<file path="src/rtl/xlat_pkg.sv">
package xlat_pkg;

    localparam int VA_W      = 16;
    localparam int OFF_W     = 8;
    localparam int PAGE_W    = VA_W - OFF_W;
    localparam int FRAME_W   = 8;
    localparam int ASID_W    = 4;
    localparam int SLOTS     = 8;
    localparam int PTE_W     = 16;
    localparam int PTE_V_BIT = 15;
    localparam int PTE_W_BIT = 14;
    localparam int RSV_HI    = 13;
    localparam int RSV_LO    = FRAME_W;

    typedef struct packed {
        logic                valid;
        logic                dirty;
        logic                wr_ok;
        logic [ASID_W-1:0]   asid;
        logic [PAGE_W-1:0]   vpn;
        logic [FRAME_W-1:0]  pfn;
    } slot_t;

    typedef enum logic [1:0] {
        ST_IDLE  = 2'd0,
        ST_ISSUE = 2'd1,
        ST_WAIT  = 2'd2
    } walk_e;

    // Entry is usable when marked valid and the reserved field is clear.
    function automatic logic pte_usable(input logic [PTE_W-1:0] p);
        return p[PTE_V_BIT] && (p[RSV_HI:RSV_LO] == '0);
    endfunction

    // Each table entry occupies two bytes.
    function automatic logic [VA_W-1:0] pte_byte_addr(input logic [VA_W-1:0] base,
                                                      input logic [PAGE_W-1:0] vpn);
        return base + VA_W'({vpn, 1'b0});
    endfunction

endpackage

</file>
<file path="src/rtl/xlat_match.sv">
module xlat_match
    import xlat_pkg::*;
#(
    parameter int N = SLOTS
) (
    input  slot_t [N-1:0]          tbl,
    input  logic  [PAGE_W-1:0]     vpn,
    input  logic  [ASID_W-1:0]     asid,
    output logic                   hit,
    output slot_t                  ent
);
    localparam int IW = (N > 1) ? $clog2(N) : 1;

    logic [N-1:0] match;
    logic [IW-1:0] idx;

    for (genvar g = 0; g < N; g++) begin : g_cmp
        assign match[g] = tbl[g].valid && (tbl[g].vpn == vpn) && (tbl[g].asid == asid);
    end

    always_comb begin
        hit = |match;
        idx = '0;
        for (int i = 0; i < N; i++) begin
            if (match[i]) idx = IW'(i);
        end
        ent = tbl[idx];
    end

endmodule

</file>
<file path="src/rtl/xlat_victim.sv">
module xlat_victim
    import xlat_pkg::*;
#(
    parameter int N = SLOTS
) (
    input  logic                         clk,
    input  logic                         rst,
    input  logic [N-1:0]                 valid_vec,
    input  logic                         take,
    output logic [((N>1)?$clog2(N):1)-1:0] idx
);
    localparam int IW = (N > 1) ? $clog2(N) : 1;

    logic          free;
    logic [IW-1:0] free_idx;
    logic [IW-1:0] ptr;

    always_comb begin
        free     = 1'b0;
        free_idx = '0;
        for (int i = N - 1; i >= 0; i--) begin
            if (!valid_vec[i]) begin
                free     = 1'b1;
                free_idx = IW'(i);
            end
        end
        idx = free ? free_idx : ptr;
    end

    always_ff @(posedge clk) begin
        if (rst) begin
            ptr <= '0;
        end else if (take && !free) begin
            ptr <= (ptr == IW'(N - 1)) ? '0 : ptr + 1'b1;
        end
    end

endmodule

</file>
<file path="src/rtl/xlat_store.sv">
module xlat_store
    import xlat_pkg::*;
#(
    parameter int N = SLOTS
) (
    input  logic                           clk,
    input  logic                           rst,
    input  logic                           flush,
    input  logic                           ins_en,
    input  logic [((N>1)?$clog2(N):1)-1:0] ins_idx,
    input  slot_t                          ins_ent,
    input  logic                           mark_en,
    input  logic [PAGE_W-1:0]              mark_vpn,
    input  logic [ASID_W-1:0]              mark_asid,
    output slot_t [N-1:0]                  tbl,
    output logic  [N-1:0]                  valid_vec
);
    localparam int IW = (N > 1) ? $clog2(N) : 1;

    always_ff @(posedge clk) begin
        if (rst) begin
            tbl <= '0;
        end else begin
            for (int i = 0; i < N; i++) begin
                if (ins_en && (ins_idx == IW'(i))) begin
                    tbl[i] <= ins_ent;
                end else if (mark_en && tbl[i].valid && (tbl[i].vpn == mark_vpn)
                             && (tbl[i].asid == mark_asid)) begin
                    tbl[i].dirty <= 1'b1;
                end
                if (flush) tbl[i].valid <= 1'b0;
            end
        end
    end

    for (genvar g = 0; g < N; g++) begin : g_vld
        assign valid_vec[g] = tbl[g].valid;
    end

endmodule

</file>
<file path="src/rtl/xlat_buffer.sv">
module xlat_buffer
    import xlat_pkg::*;
#(
    parameter int ENTRIES = SLOTS
) (
    input  logic               clk,
    input  logic               rst,
    input  logic               flush,
    input  logic [VA_W-1:0]    pt_base,
    input  logic               req_valid,
    output logic               req_ready,
    input  logic [VA_W-1:0]    req_vaddr,
    input  logic               req_write,
    input  logic [ASID_W-1:0]  req_asid,
    output logic               rsp_valid,
    output logic [VA_W-1:0]    rsp_paddr,
    output logic               rsp_hit,
    output logic               rsp_dirty,
    output logic               rsp_pgfault,
    output logic               rsp_permfault,
    output logic               mem_rd_valid,
    output logic [VA_W-1:0]    mem_rd_addr,
    input  logic               mem_rsp_valid,
    input  logic [PTE_W-1:0]   mem_rsp_data
);
    localparam int IW = (ENTRIES > 1) ? $clog2(ENTRIES) : 1;

    walk_e               st;
    logic [PAGE_W-1:0]   cur_vpn;
    logic [OFF_W-1:0]    cur_off;
    logic                cur_wr;
    logic [ASID_W-1:0]   cur_asid;

    slot_t [ENTRIES-1:0] tbl;
    logic  [ENTRIES-1:0] valid_vec;
    logic                lk_hit;
    slot_t               lk_ent;
    logic [IW-1:0]       vic_idx;

    logic [PAGE_W-1:0]   req_vpn;
    logic [OFF_W-1:0]    req_off;
    logic                accept;
    logic                pte_ok;
    logic                pte_wr;
    logic                ins_en;
    logic                mark_en;
    slot_t               ins_ent;

    assign req_vpn   = req_vaddr[VA_W-1:OFF_W];
    assign req_off   = req_vaddr[OFF_W-1:0];
    assign req_ready = (st == ST_IDLE);
    assign accept    = req_valid && req_ready;

    assign pte_ok  = pte_usable(mem_rsp_data);
    assign pte_wr  = mem_rsp_data[PTE_W_BIT];
    assign ins_en  = (st == ST_WAIT) && mem_rsp_valid && pte_ok;
    assign mark_en = accept && lk_hit && req_write && lk_ent.wr_ok;

    always_comb begin
        ins_ent       = '0;
        ins_ent.valid = 1'b1;
        ins_ent.dirty = cur_wr && pte_wr;
        ins_ent.wr_ok = pte_wr;
        ins_ent.asid  = cur_asid;
        ins_ent.vpn   = cur_vpn;
        ins_ent.pfn   = mem_rsp_data[FRAME_W-1:0];
    end

    assign mem_rd_valid = (st == ST_ISSUE);
    assign mem_rd_addr  = pte_byte_addr(pt_base, cur_vpn);

    xlat_match #(.N(ENTRIES)) u_match (
        .tbl  (tbl),
        .vpn  (req_vpn),
        .asid (req_asid),
        .hit  (lk_hit),
        .ent  (lk_ent)
    );

    xlat_victim #(.N(ENTRIES)) u_victim (
        .clk       (clk),
        .rst       (rst),
        .valid_vec (valid_vec),
        .take      (ins_en),
        .idx       (vic_idx)
    );

    xlat_store #(.N(ENTRIES)) u_store (
        .clk       (clk),
        .rst       (rst),
        .flush     (flush),
        .ins_en    (ins_en),
        .ins_idx   (vic_idx),
        .ins_ent   (ins_ent),
        .mark_en   (mark_en),
        .mark_vpn  (req_vpn),
        .mark_asid (req_asid),
        .tbl       (tbl),
        .valid_vec (valid_vec)
    );

    always_ff @(posedge clk) begin
        if (rst) begin
            st            <= ST_IDLE;
            cur_vpn       <= '0;
            cur_off       <= '0;
            cur_wr        <= 1'b0;
            cur_asid      <= '0;
            rsp_valid     <= 1'b0;
            rsp_paddr     <= '0;
            rsp_hit       <= 1'b0;
            rsp_dirty     <= 1'b0;
            rsp_pgfault   <= 1'b0;
            rsp_permfault <= 1'b0;
        end else begin
            rsp_valid     <= 1'b0;
            rsp_paddr     <= '0;
            rsp_hit       <= 1'b0;
            rsp_dirty     <= 1'b0;
            rsp_pgfault   <= 1'b0;
            rsp_permfault <= 1'b0;
            unique case (st)
                ST_IDLE: begin
                    if (accept) begin
                        if (lk_hit) begin
                            rsp_valid <= 1'b1;
                            rsp_hit   <= 1'b1;
                            if (req_write && !lk_ent.wr_ok) begin
                                rsp_permfault <= 1'b1;
                                rsp_dirty     <= lk_ent.dirty;
                            end else begin
                                rsp_paddr <= {lk_ent.pfn, req_off};
                                rsp_dirty <= lk_ent.dirty || req_write;
                            end
                        end else begin
                            cur_vpn  <= req_vpn;
                            cur_off  <= req_off;
                            cur_wr   <= req_write;
                            cur_asid <= req_asid;
                            st       <= ST_ISSUE;
                        end
                    end
                end
                ST_ISSUE: st <= ST_WAIT;
                ST_WAIT: begin
                    if (mem_rsp_valid) begin
                        st        <= ST_IDLE;
                        rsp_valid <= 1'b1;
                        if (!pte_ok) begin
                            rsp_pgfault <= 1'b1;
                        end else if (cur_wr && !pte_wr) begin
                            rsp_permfault <= 1'b1;
                        end else begin
                            rsp_paddr <= {mem_rsp_data[FRAME_W-1:0], cur_off};
                            rsp_dirty <= cur_wr;
                        end
                    end
                end
                default: st <= ST_IDLE;
            endcase
        end
    end

endmodule

</file>
<file path="config.mk">
export PLATFORM = sky130hd
export DESIGN_NAME = xlat_buffer
export DESIGN_NICKNAME = d
export VERILOG_FILES = /design/src/rtl/xlat_pkg.sv /design/src/rtl/xlat_match.sv /design/src/rtl/xlat_victim.sv /design/src/rtl/xlat_store.sv /design/src/rtl/xlat_buffer.sv
export SDC_FILE = /design/constraint.sdc
export NUM_CORES = 1
export LEC_CHECK = 0
export BUFFER_PORTS_ARGS = -buffer_cell sky130_fd_sc_hd__buf_2
export CAP_MARGIN = 10
export CORE_MARGIN = 2
export CORE_UTILIZATION = 64
export CTS_BUF_LIST = sky130_fd_sc_hd__clkbuf_4 sky130_fd_sc_hd__clkbuf_8 sky130_fd_sc_hd__clkbuf_16
export DETAILED_ROUTE_END_ITERATION = 8
export PLACE_DENSITY = 0.85
export SYNTH_ARGS = -nofsm -noshare
export SYNTH_HDL_FRONTEND = slang
export SYNTH_SLANG_ARGS = --single-unit
</file>
<file path="constraint.sdc">
create_clock -name clk -period 6.1 [get_ports clk]
set_input_delay 0.305 -clock clk [delete_from_list [all_inputs] [get_ports clk]]
set_output_delay 0.305 -clock clk [all_outputs]
set_load 0.01 [all_outputs]
</file>
---- Word level (Yosys, flattened, before mapping) ----
Index checks and enable logic that the tools add are counted.
operators by class
  magnitude comparators ................... 1
  add/subtract/negate cells ............... 2
  bitwise logic cells ..................... 4
  reductions and logical operators ........ 80
  eq/ne operators ......................... 29
  multiplexer cells ....................... 73
operators with widths
  operator                                                                       number
  16-bit 2-to-1 mux                                                              6
  23-bit binary-select mux with 3-bit select                                     1
  8-bit equality test                                                            8
  1-bit logical AND                                                              59
  3-bit 2-to-1 mux                                                               14
  1-bit 2-to-1 mux                                                               41
  4-bit equality test                                                            8
  16-bit case mux with 2 select lines                                            1
  22-bit 2-to-1 mux                                                              1
  16-bit by 9-bit adder with 16-bit output                                       1
  2-bit nonzero test                                                             8
  3-bit equality test (second input constant)                                    5
  2-bit 2-to-1 mux                                                               5
  8-bit OR reduction                                                             1
  3-bit by 2-bit equality test with 1-bit output (second input constant)         2
  6-bit zero test                                                                1
  1-bit case mux with 2 select lines                                             3
  2-bit case mux with 3 select lines                                             1
  3-bit AND reduction                                                            2
  3-bit by 4-bit less-than comparator with 1-bit output (second input constant)  1
  2-bit != test (second input constant)                                          2
  1-bit inverter                                                                 4
  2-bit OR reduction                                                             2
  3-bit by 1-bit adder with 3-bit output (second input constant)                 1
  9 further kinds                                                                11
word-level totals
  input bits .............................. 58
  logic and storage cells ................. 249
  register bits after elaboration ......... 231

---- Depth between registers and ports, before layout ----
Gate-level depths: netlist (run 1).
  depth after elaboration ................. 18
  depth in mapped cells ................... 12
  depth with buffers taken out ............ 12

---- Modules after synthesis ----
From an unflattened synthesis (run 1), not the netlist that was laid out.
unflattened totals
  cell total of the unflattened synthesis .. 1,668
  area total of the unflattened synthesis .. 12,979.9 µm²
modules (own cells, without submodules)
  module       times used  cells each  area an instance (µm²)
  xlat_store   1           989         7,759.9
  xlat_match   1           404         2,959.1
  xlat_buffer  1           244         2,025.7
  xlat_victim  1           31          235.2

---- Worst setup path after synthesis (run 1) ----
Ideal clock, no wire load.
  kind .................................... reg2out
  start ................................... register cur_vpn[1]
  end ..................................... output mem_rd_addr[15]
  slack ................................... 3.179 ns
  data arrival time ....................... 2.616 ns
  cell stages (with the launch flop) ...... 13
  path through ............................ dfxtp_1 -> clkbuf_1 -> inv_1 -> fa_1 -> nor2b_1 -> o21ai_0 -> a21boi_0 -> o21ai_0 -> a21boi_0 -> o21ai_0 -> a21boi_0 -> nand4_1 -> xnor2_1
on the way
  cells in the longest elaborated chain, start to end .. 1
ends and longest elaborated chain
  element                                   RTL line            RTL
  start: declaration                        xlat_buffer.sv:29   logic [PAGE_W-1:0] cur_vpn;
  start signal: assignment                  xlat_buffer.sv:136  cur_vpn <= req_vpn;
  16-bit by 9-bit adder with 16-bit output  xlat_pkg.sv:38      return base + VA_W'({vpn, 1'b0});
  end: declaration                          xlat_buffer.sv:22   output logic [VA_W-1:0] mem_rd_addr,
No other way between the ends.

---- Worst setup path after layout (run 1) ----
  start ................................... register cur_vpn[0]
  end ..................................... output mem_rd_addr[15]
Same word-level chain as after synthesis.

==> results of run 1 <==
==> through the flow <==
step                      hold slack (ps)  cell area, µm²
after floorplan                       425           10900
after global placement                435           11400
after detailed placement              443           11400
after CTS                            59.9           12200
after global routing                 69.0           12200
final                                59.7           12200
==> worst max-delay path, delay by kind of cell, from the launching register on <==
kind | cells | cell delay [ps]
fa+ha+maj | 2 | 680
buf+inv | 2 | 210
xor+xnor | 1 | 150
flops | 1 | 640
compound gates | 6 | 1350
simple gates | 2 | 300
==> layout make-up <==
type | instances | share of cell area [%]
flip-flops and latches | 231 | 38.0
multi-input cells | 900 | 47.5
repair buffers | 108 | 4.78
inverters | 28 | 0.864
clock inverters | 3 | 0.123
clock buffers | 40 | 6.43
well taps | 220 | 2.26
==> report_power, final <==
part           total (mW)  internal, mW  leakage (nW)  switching [mW]
clock network        1.45         0.870         0.407           0.582
registers            1.54          1.52          1.86          0.0249
logic               0.199        0.0749          2.89           0.124
==> registers in the layout, summed over array words and instances, names as in the netlist <==
signal and count:
cur_off 8, u_victim.ptr 3, rsp_valid 1, rsp_dirty 1
cur_asid 4, cur_wr 1, cur_vpn 8, rsp_paddr 16
rsp_hit 1, rsp_permfault 1, u_store.tbl 184, rsp_pgfault 1
st 2
==> routing by layer <==
layer / up-vias / GRT usage (%) / wire, µm
met3: 95 / 6.53 / 2940
met5: - / 0 / 0
met2: 512 / 50.9 / 13300
met4: 0 / 13.3 / 998
met1: 4470 / 43.4 / 12000
li1: 4309 / - / -
==> cells in the final DEF (no fill, tap or decap), drive strengths merged, types with 7 or more instances in the layout <==
master   count
o31ai       19
mux4         8
o21ai       14
inv         28
nand4       25
ha          10
nor2b        7
a21oi       97
nor2       171
clkbuf      40
nand2b      19
o21a         7
xnor2      105
nor4        14
nor3        13
a2111oi      8
nor3b        8
buf        108
nand3       21
dfxtp      231
mux2i      127
a21boi      12
nand2      181
==> worst min-delay path by stage <==
| stage | end | start | cells past startpoint |
|---|---|---|---|
| floorplan | rsp_paddr[0] | cur_off[0] | 2 |
| CTS | rsp_paddr[3] | req_vaddr[3] | 3 |
| detailed placement | rsp_paddr[3] | cur_off[3] | 2 |
| finish | rsp_paddr[1] | req_vaddr[1] | 3 |
| global route | rsp_paddr[6] | req_vaddr[6] | 3 |
| global placement | rsp_paddr[1] | cur_off[1] | 2 |
==> cell families (layout without fill, tap and decap cells) <==
kind of cell,Yosys count,after routing,share of synthesized area (%)
AOI/OAI and AO/OA,176,176,10.1
xor gates and xnor gates,106,106,8.50
adders and majority gates,11,11,1.33
buffers and inverters,124,179,5.11
DFF,231,231,42.4
muxes,135,135,13.5
and+or+nand+nor,472,472,19.1
==> results.py, run 1 <==
metrics = {
    "clocking": {
        "cts_hold_buffers": 0,
        "cts.sinks": 231,
        "clkSlewWorstSetupHoldPaths_ps": 60,
        "cts_buffers": 24,
        "clk_latency_ps": 520,
        "ctsResizeCount": 0,
        "clock-root-buffer": "clkbuf_16",
        "cts_tree": "yes",
        "clk_path_buf_depth": 3,
        "htree_num_levels": 1,
        "post_cts_buffers": 0,
    },
    "timing": {
        "worst_pin_slew_ps": 1200,
        "fin_crit_sh_pct": 67.9,
        "final.setup.tns_ps": 0,
        "fmax_mhz": 241,
        "clock_skew_ps": 13.8,
        "slew_violations": 0,
        "setup_viol": 0,
        "slew_headroom_pct": 19.8,
        "rsz0062_at_grt": "false",
        "period_needed_ps": 4140,
        "setup_slack_ps": 1960,
        "finalHoldViolations": 0,
    },
    "setup_path": {
        "slowest_delay_ps": 640,
        "cp.required_ps": 5790,
        "crit_chain": "ha_1 > inv_1 > fa_1 > nor2b_1 > o21ai_0 > a21boi_0 > o21ai_0 > a21boi_0 > o21ai_0 > a21boi_0 > nand4_1 > xnor2_1 > buf_2",
        "arrival_ps": 3840,
        "crit_path_start_kind": "flip-flop",
        "r2r_slack_ps": 2660,
        "r2r_start": "u_store.tbl[123]",
        "critPathKind": "reg2out",
        "reg2reg_depth": 9,
        "r2r-end": "cur_asid[3]",
        "end_kind": "output port",
        "slowest_stage": "dfxtp_1",
        "cp-endpoint": "mem_rd_addr[15]",
        "crit_start": "cur_vpn[0]",
        "crit_fanout": 10,
    },
    "yosys": {
        "avgSynthCellArea_um2": 8.70,
        "syn_inst": 1255,
        "synthTopCellsByCount": "dfxtp_1, nand2_1, nor2_1",
        "synth.net_count": 1324,
        "synth_edf_count": 0,
        "yosysTopAreaCellShare_pct": 42.4,
        "synth_flop_cell": "dfxtp_1",
        "ys_warn_count": 0,
        "syn_area_mm2": 0.0109,
        "yosysUniqueCellTypes": 59,
        "synthArstFlopShare_pct": 0,
        "synth_most_common_cell": "dfxtp_1",
        "yosys_register_bits": 231,
        "yosys-top-cells-area": "dfxtp_1, mux2i_1, xnor2_1, nand2_1, nor2_1",
        "ys_seq_area_share_pct": 42.4,
        "yosysTopAreaCell": "dfxtp_1",
    },
    "pwr": {
        "leakagePower_nw": 5.16,
        "p_total_mw": 3.19,
        "power-per-cell-area_mw_per_mm2": 263,
        "peakVddDrop_mv": 0.227,
    },
    "final_layout": {
        "layout.nets": 1362,
        "syn2layout_area_growth_pct": 11.4,
        "drive_above_1_share_pct": 13.2,
        "multiInputGateArea_mm2": 0.00578,
        "utilization_pct": 73.1,
        "diodes": 0,
        "seqCellArea_mm2": 0.00462,
        "nFillCells": 1171,
        "fin_cells": 1530,
    },
    "status": {
        "run_status": "finished clean",
    },
    "global_route": {
        "antenna_found_initial": 0,
        "grt_pass1_wl_um": 46400,
        "grt.overflow.total": 0,
        "grt_use_total_pct": 32.2,
        "grt_pass1_vias": 8995,
        "grt_start_max_net_pins": 112,
    },
    "floorplan": {
        "dieWidth_um": 135,
        "start_util_pct": 65.6,
        "die_area_mm2": 0.0181,
        "core_region_area_mm2": 0.0166,
        "fp-row-count": 47,
        "die_y_um": 135,
        "pin_count": 97,
    },
    "detailed_routing": {
        "vias": 9386,
        "vias_per_cell": 6.13,
        "drt_iter0_drc": 1103,
        "wire_per_inst_um": 19.1,
        "ant_nets": 0,
        "firstDrtPassIters": 6,
        "routed_wl_um": 29200,
        "drc_errors": 0,
    },
    "worst_hold_path": {
        "hold_class": "in2reg",
    },
    "placement": {
        "pre_cts_slack_ps": 2430,
        "port-buffer-count": 94,
        "hpwl_um": 17800,
        "gp_congestion": 0.919,
        "dp_cells": 1487,
    },
    "flow_run": {
        "drv_cap": 0,
    },
}
Note: power is estimated with default switching activity, not from simulation.
==> inputs of run 2 (changes only) <==
--- a/config.mk
+++ b/config.mk
@@ -5,13 +5,14 @@
 export SDC_FILE = /design/constraint.sdc
 export NUM_CORES = 1
 export LEC_CHECK = 0
+export ABC_AREA = 1
 export BUFFER_PORTS_ARGS = -buffer_cell sky130_fd_sc_hd__buf_2
 export CAP_MARGIN = 10
 export CORE_MARGIN = 2
-export CORE_UTILIZATION = 64
+export CORE_UTILIZATION = 60
 export CTS_BUF_LIST = sky130_fd_sc_hd__clkbuf_4 sky130_fd_sc_hd__clkbuf_8 sky130_fd_sc_hd__clkbuf_16
 export DETAILED_ROUTE_END_ITERATION = 8
-export PLACE_DENSITY = 0.85
+export PLACE_DENSITY = 0.8
 export SYNTH_ARGS = -nofsm -noshare
 export SYNTH_HDL_FRONTEND = slang
 export SYNTH_SLANG_ARGS = --single-unit
==> constraint.sdc (replaced) <==
create_clock -name clk -period 4 [get_ports clk]
set_input_delay 0.2 -clock clk [delete_from_list [all_inputs] [get_ports clk]]
set_output_delay 0.2 -clock clk [all_outputs]
set_load 0.01 [all_outputs]
==> run 2 against run 1 <==
Clock power up 62%. Final cell count up 38%. Flip-flop and latch count unchanged. Design area up 10%. Synthesized cell count up 41%. Count of clock-buffer cells in the layout down 9. Wire length up 31%. Combinational power up 120%. Sequential share of layout area down 3.6 points. Clock skew up 1.2 ps. Sequential power up 51%. Largest power group is now clock.
==> results.py, run 2 <==
metrics = {
    "setup_path": {
        "crit_path_start_kind": "flip-flop",
        "slowest_stage": "dlygate4sd3_1",
        "cp.required_ps": 4490,
        "cp.buffers_inverters": 1,
        "r2r-end": "rsp_paddr[4]",
        "end_kind": "flip-flop",
        "critPathKind": "reg2reg",
        "crit_family": "simple AND/OR/NAND/NOR gates",
        "arrival_ps": 4020,
        "slowest_delay_ps": 550,
        "crit_fanout": 25,
        "crit_chain": "xnor2_1 > nand4_1 > nor2_1 > nand4_1 > nand2_2 > nand2_2 > nand2_1 > nand3_1 > nand3_2 > nand2_2 > nand2_4 > nand2_1 > a21oi_1 > dlygate4sd3_1",
        "cp_common_cell": "nand2_2",
        "reg2reg_depth": 14,
        "r2r_slack_ps": 470,
        "r2r_start": "u_store.tbl[156]",
    },
    "global_route": {
        "antenna_found_initial": 2,
        "grt_use_total_pct": 36.2,
        "grt_start_max_net_pins": 82,
        "grt.overflow.total": 0,
        "grt_pass1_vias": 10878,
        "grt_pass1_wl_um": 58500,
    },
    "timing": {
        "setup_viol": 0,
        "worst_pin_slew_ps": 828,
        "slew_violations": 0,
        "finalHoldViolations": 0,
        "rsz0062_at_grt": "false",
        "hold_slack_ps": 59.9,
        "fin_crit_sh_pct": 88.2,
        "fmax_mhz": 283,
        "final.setup.tns_ps": 0,
        "slew_headroom_pct": 44.7,
        "period_needed_ps": 3530,
        "clock_skew_ps": 15.0,
    },
    "final_layout": {
        "final_cell_mix": "nand2_1, dfxtp_1, a21oi_1",
        "multiInputGateArea_mm2": 0.00589,
        "seqCellArea_mm2": 0.00462,
        "nFillCells": 1737,
        "drive_above_1_share_pct": 10.6,
        "reg_top3": "u_store.tbl x184, rsp_paddr x16",
        "syn2layout_area_growth_pct": 13.5,
        "final_common_cell": "nand2_1",
        "layout.nets": 1905,
        "utilization_pct": 69.2,
        "largest_reg_flops": 184,
        "top_register": "u_store.tbl",
        "fin_area_mm2": 0.0134,
    },
    "placement": {
        "hpwl_um": 26400,
        "port-buffer-count": 94,
        "placed_cell_area_mm2": 0.0124,
        "gp_congestion": 1.03,
    },
    "detailed_routing": {
        "routed_wl_um": 38200,
        "firstDrtPassIters": 5,
        "ant_nets": 0,
        "vias_per_cell": 5.78,
        "wire_per_inst_um": 18.0,
        "drc_errors": 0,
        "vias": 12236,
        "drt_iter0_drc": 1280,
    },
    "yosys": {
        "synth_edf_count": 0,
        "ys_seq_area_share_pct": 39.1,
        "yosysTopAreaCell": "dfxtp_1",
        "synth_most_common_cell": "nand2_1",
        "synth_flop_cell": "dfxtp_1",
        "synthTopCellsByCount": "nand2_1, dfxtp_1, a21oi_1",
        "synthArstFlopShare_pct": 0,
        "syn_inst": 1767,
        "synth.net_count": 1836,
        "yosysTopAreaCellShare_pct": 39.1,
        "yosys_register_bits": 231,
        "avgSynthCellArea_um2": 6.69,
        "yosys-top-cells-area": "dfxtp_1, nand2_1, a21oi_1, o21ai_0, inv_1",
        "yosysUniqueCellTypes": 48,
        "ys_warn_count": 0,
        "syn_area_mm2": 0.0118,
    },
    "floorplan": {
        "die_y_um": 144,
        "core_region_area_mm2": 0.0194,
        "dieWidth_um": 144,
        "pin_count": 97,
        "fp-row-count": 51,
        "start_util_pct": 60.9,
        "die_area_mm2": 0.0208,
    },
    "clocking": {
        "cts_tree": "yes",
        "clock-root-buffer": "clkbuf_16",
        "htree_num_levels": 1,
        "cts_buffers": 25,
        "cts.sinks": 231,
        "ctsResizeCount": 0,
        "clk_latency_ps": 540,
        "clk_path_buf_depth": 3,
        "clkSlewWorstSetupHoldPaths_ps": 60,
    },
    "worst_hold_path": {
        "hold_class": "in2reg",
        "min_to": "u_store.tbl[160]",
        "hold_start": "flush",
        "min_path_cells": 3,
    },
    "flow_run": {
        "drv_cap": 0,
    },
    "pwr": {
        "peakVddDrop_mv": 0.408,
        "power-per-cell-area_mw_per_mm2": 382,
        "leakagePower_nw": 5.69,
    },
    "status": {
        "run_status": "finished clean",
    },
}
## run 2: cell types whose count changed after synthesis, sizes merged, moves of 11 or more
| cell | previous run | this run |
|---|---|---|
| mux2i | 127 | 0 |
| xnor2 | 105 | 18 |
| nand3 | 21 | 112 |
| o21ai | 14 | 221 |
| xor2 | 1 | 17 |
| a21oi | 97 | 229 |
| nand2 | 181 | 333 |
| clkbuf | 72 | 60 |
| inv | 28 | 222 |
| o31ai | 19 | 0 |
| nand2b | 19 | 0 |
| clkinv | 0 | 14 |
| a21boi | 12 | 1 |
## run 2: cell type report
| type | instances | area share (%) |
|---|---|---|
| clock buffers | 31 | 5.18 |
| clock inverters | 11 | 1.01 |
| flip-flops and latches | 231 | 34.5 |
| well taps | 265 | 2.47 |
| inverters | 236 | 6.62 |
| diodes | 2 | 0.0373 |
| repair buffers | 133 | 6.28 |
| multi-input cells | 1209 | 43.9 |
## run 2: repair_timing
action,in CTS,in global routing
buffers inserted,0,0
endpoints found under the setup margin,0,0
endpoints found under the hold margin,28,0
hold buffers,22,0
## run 2: routing by layer
metal  vias to the layer above  track usage, %  part of all wire (%)
met5                         -               0                     0
met4                         0            10.7                   2.7
met3                        70            5.66                    12
met2                       695            54.7                    42
met1                      5589            53.4                    44
li1                       5882               -                     -
## run 2: cell families (layout without fill, tap and decap cells)
family          count (synthesis)  in the layout  synth area share [%]
simple gates                  694            694                  25.4
compound gates                469            469                  20.4
buf+inv                       327            411                  11.2
flops                         231            231                  39.1
xor+xnor                       35             35                  2.66
fa+ha+maj                      11             11                  1.23
other cells                     0              2                     0
## run 2: worst max-delay path by stage
stage	startpoint	end	slack [ps]	cells past startpoint
6_report	u_store.tbl[156]	rsp_paddr[4]	470	14
5_1_grt	u_store.tbl[87]	rsp_paddr[4]	260	17
4_1_cts	u_store.tbl[45]	rsp_paddr[4]	610	20
3_5_place_dp	req_asid[1]	rsp_paddr[8]	740	17
3_3_place_gp	req_asid[1]	rsp_paddr[8]	760	17
2_1_floorplan	cur_vpn[2]	mem_rd_addr[14]	1620	12
## run 2: worst reg2reg max path, stage by stage (launching register included)
cell and delay, ps:
dfxtp_1 310, xnor2_1 420, nand4_1 160, nor2_1 130, nand4_1 200, nand2_2 470, nand2_2 390, nand2_1 140
nand3_1 90, nand3_2 120, nand2_2 100, nand2_4 190, nand2_1 70, a21oi_1 120, dlygate4sd3_1 550
## run 2: where the power goes
group	leakage (nW)	switching, mW	total [mW]	internal, mW
clock	0.405	0.985	2.35	1.37
combinational	3.42	0.305	0.443	0.138
sequential	1.86	0.0109	2.33	2.32
total	5.69	1.30	5.13	3.83
## run 2: stage by stage
stage               total power [mW]  setup slack [ps]  instances
global route                    5.27               255       2116
detailed placement              2.80               740       2052
global placement                2.79               761       2052
CTS                             5.12               611       2116
finish                          5.13               471       2118
floorplan                       2.65              1620       1767
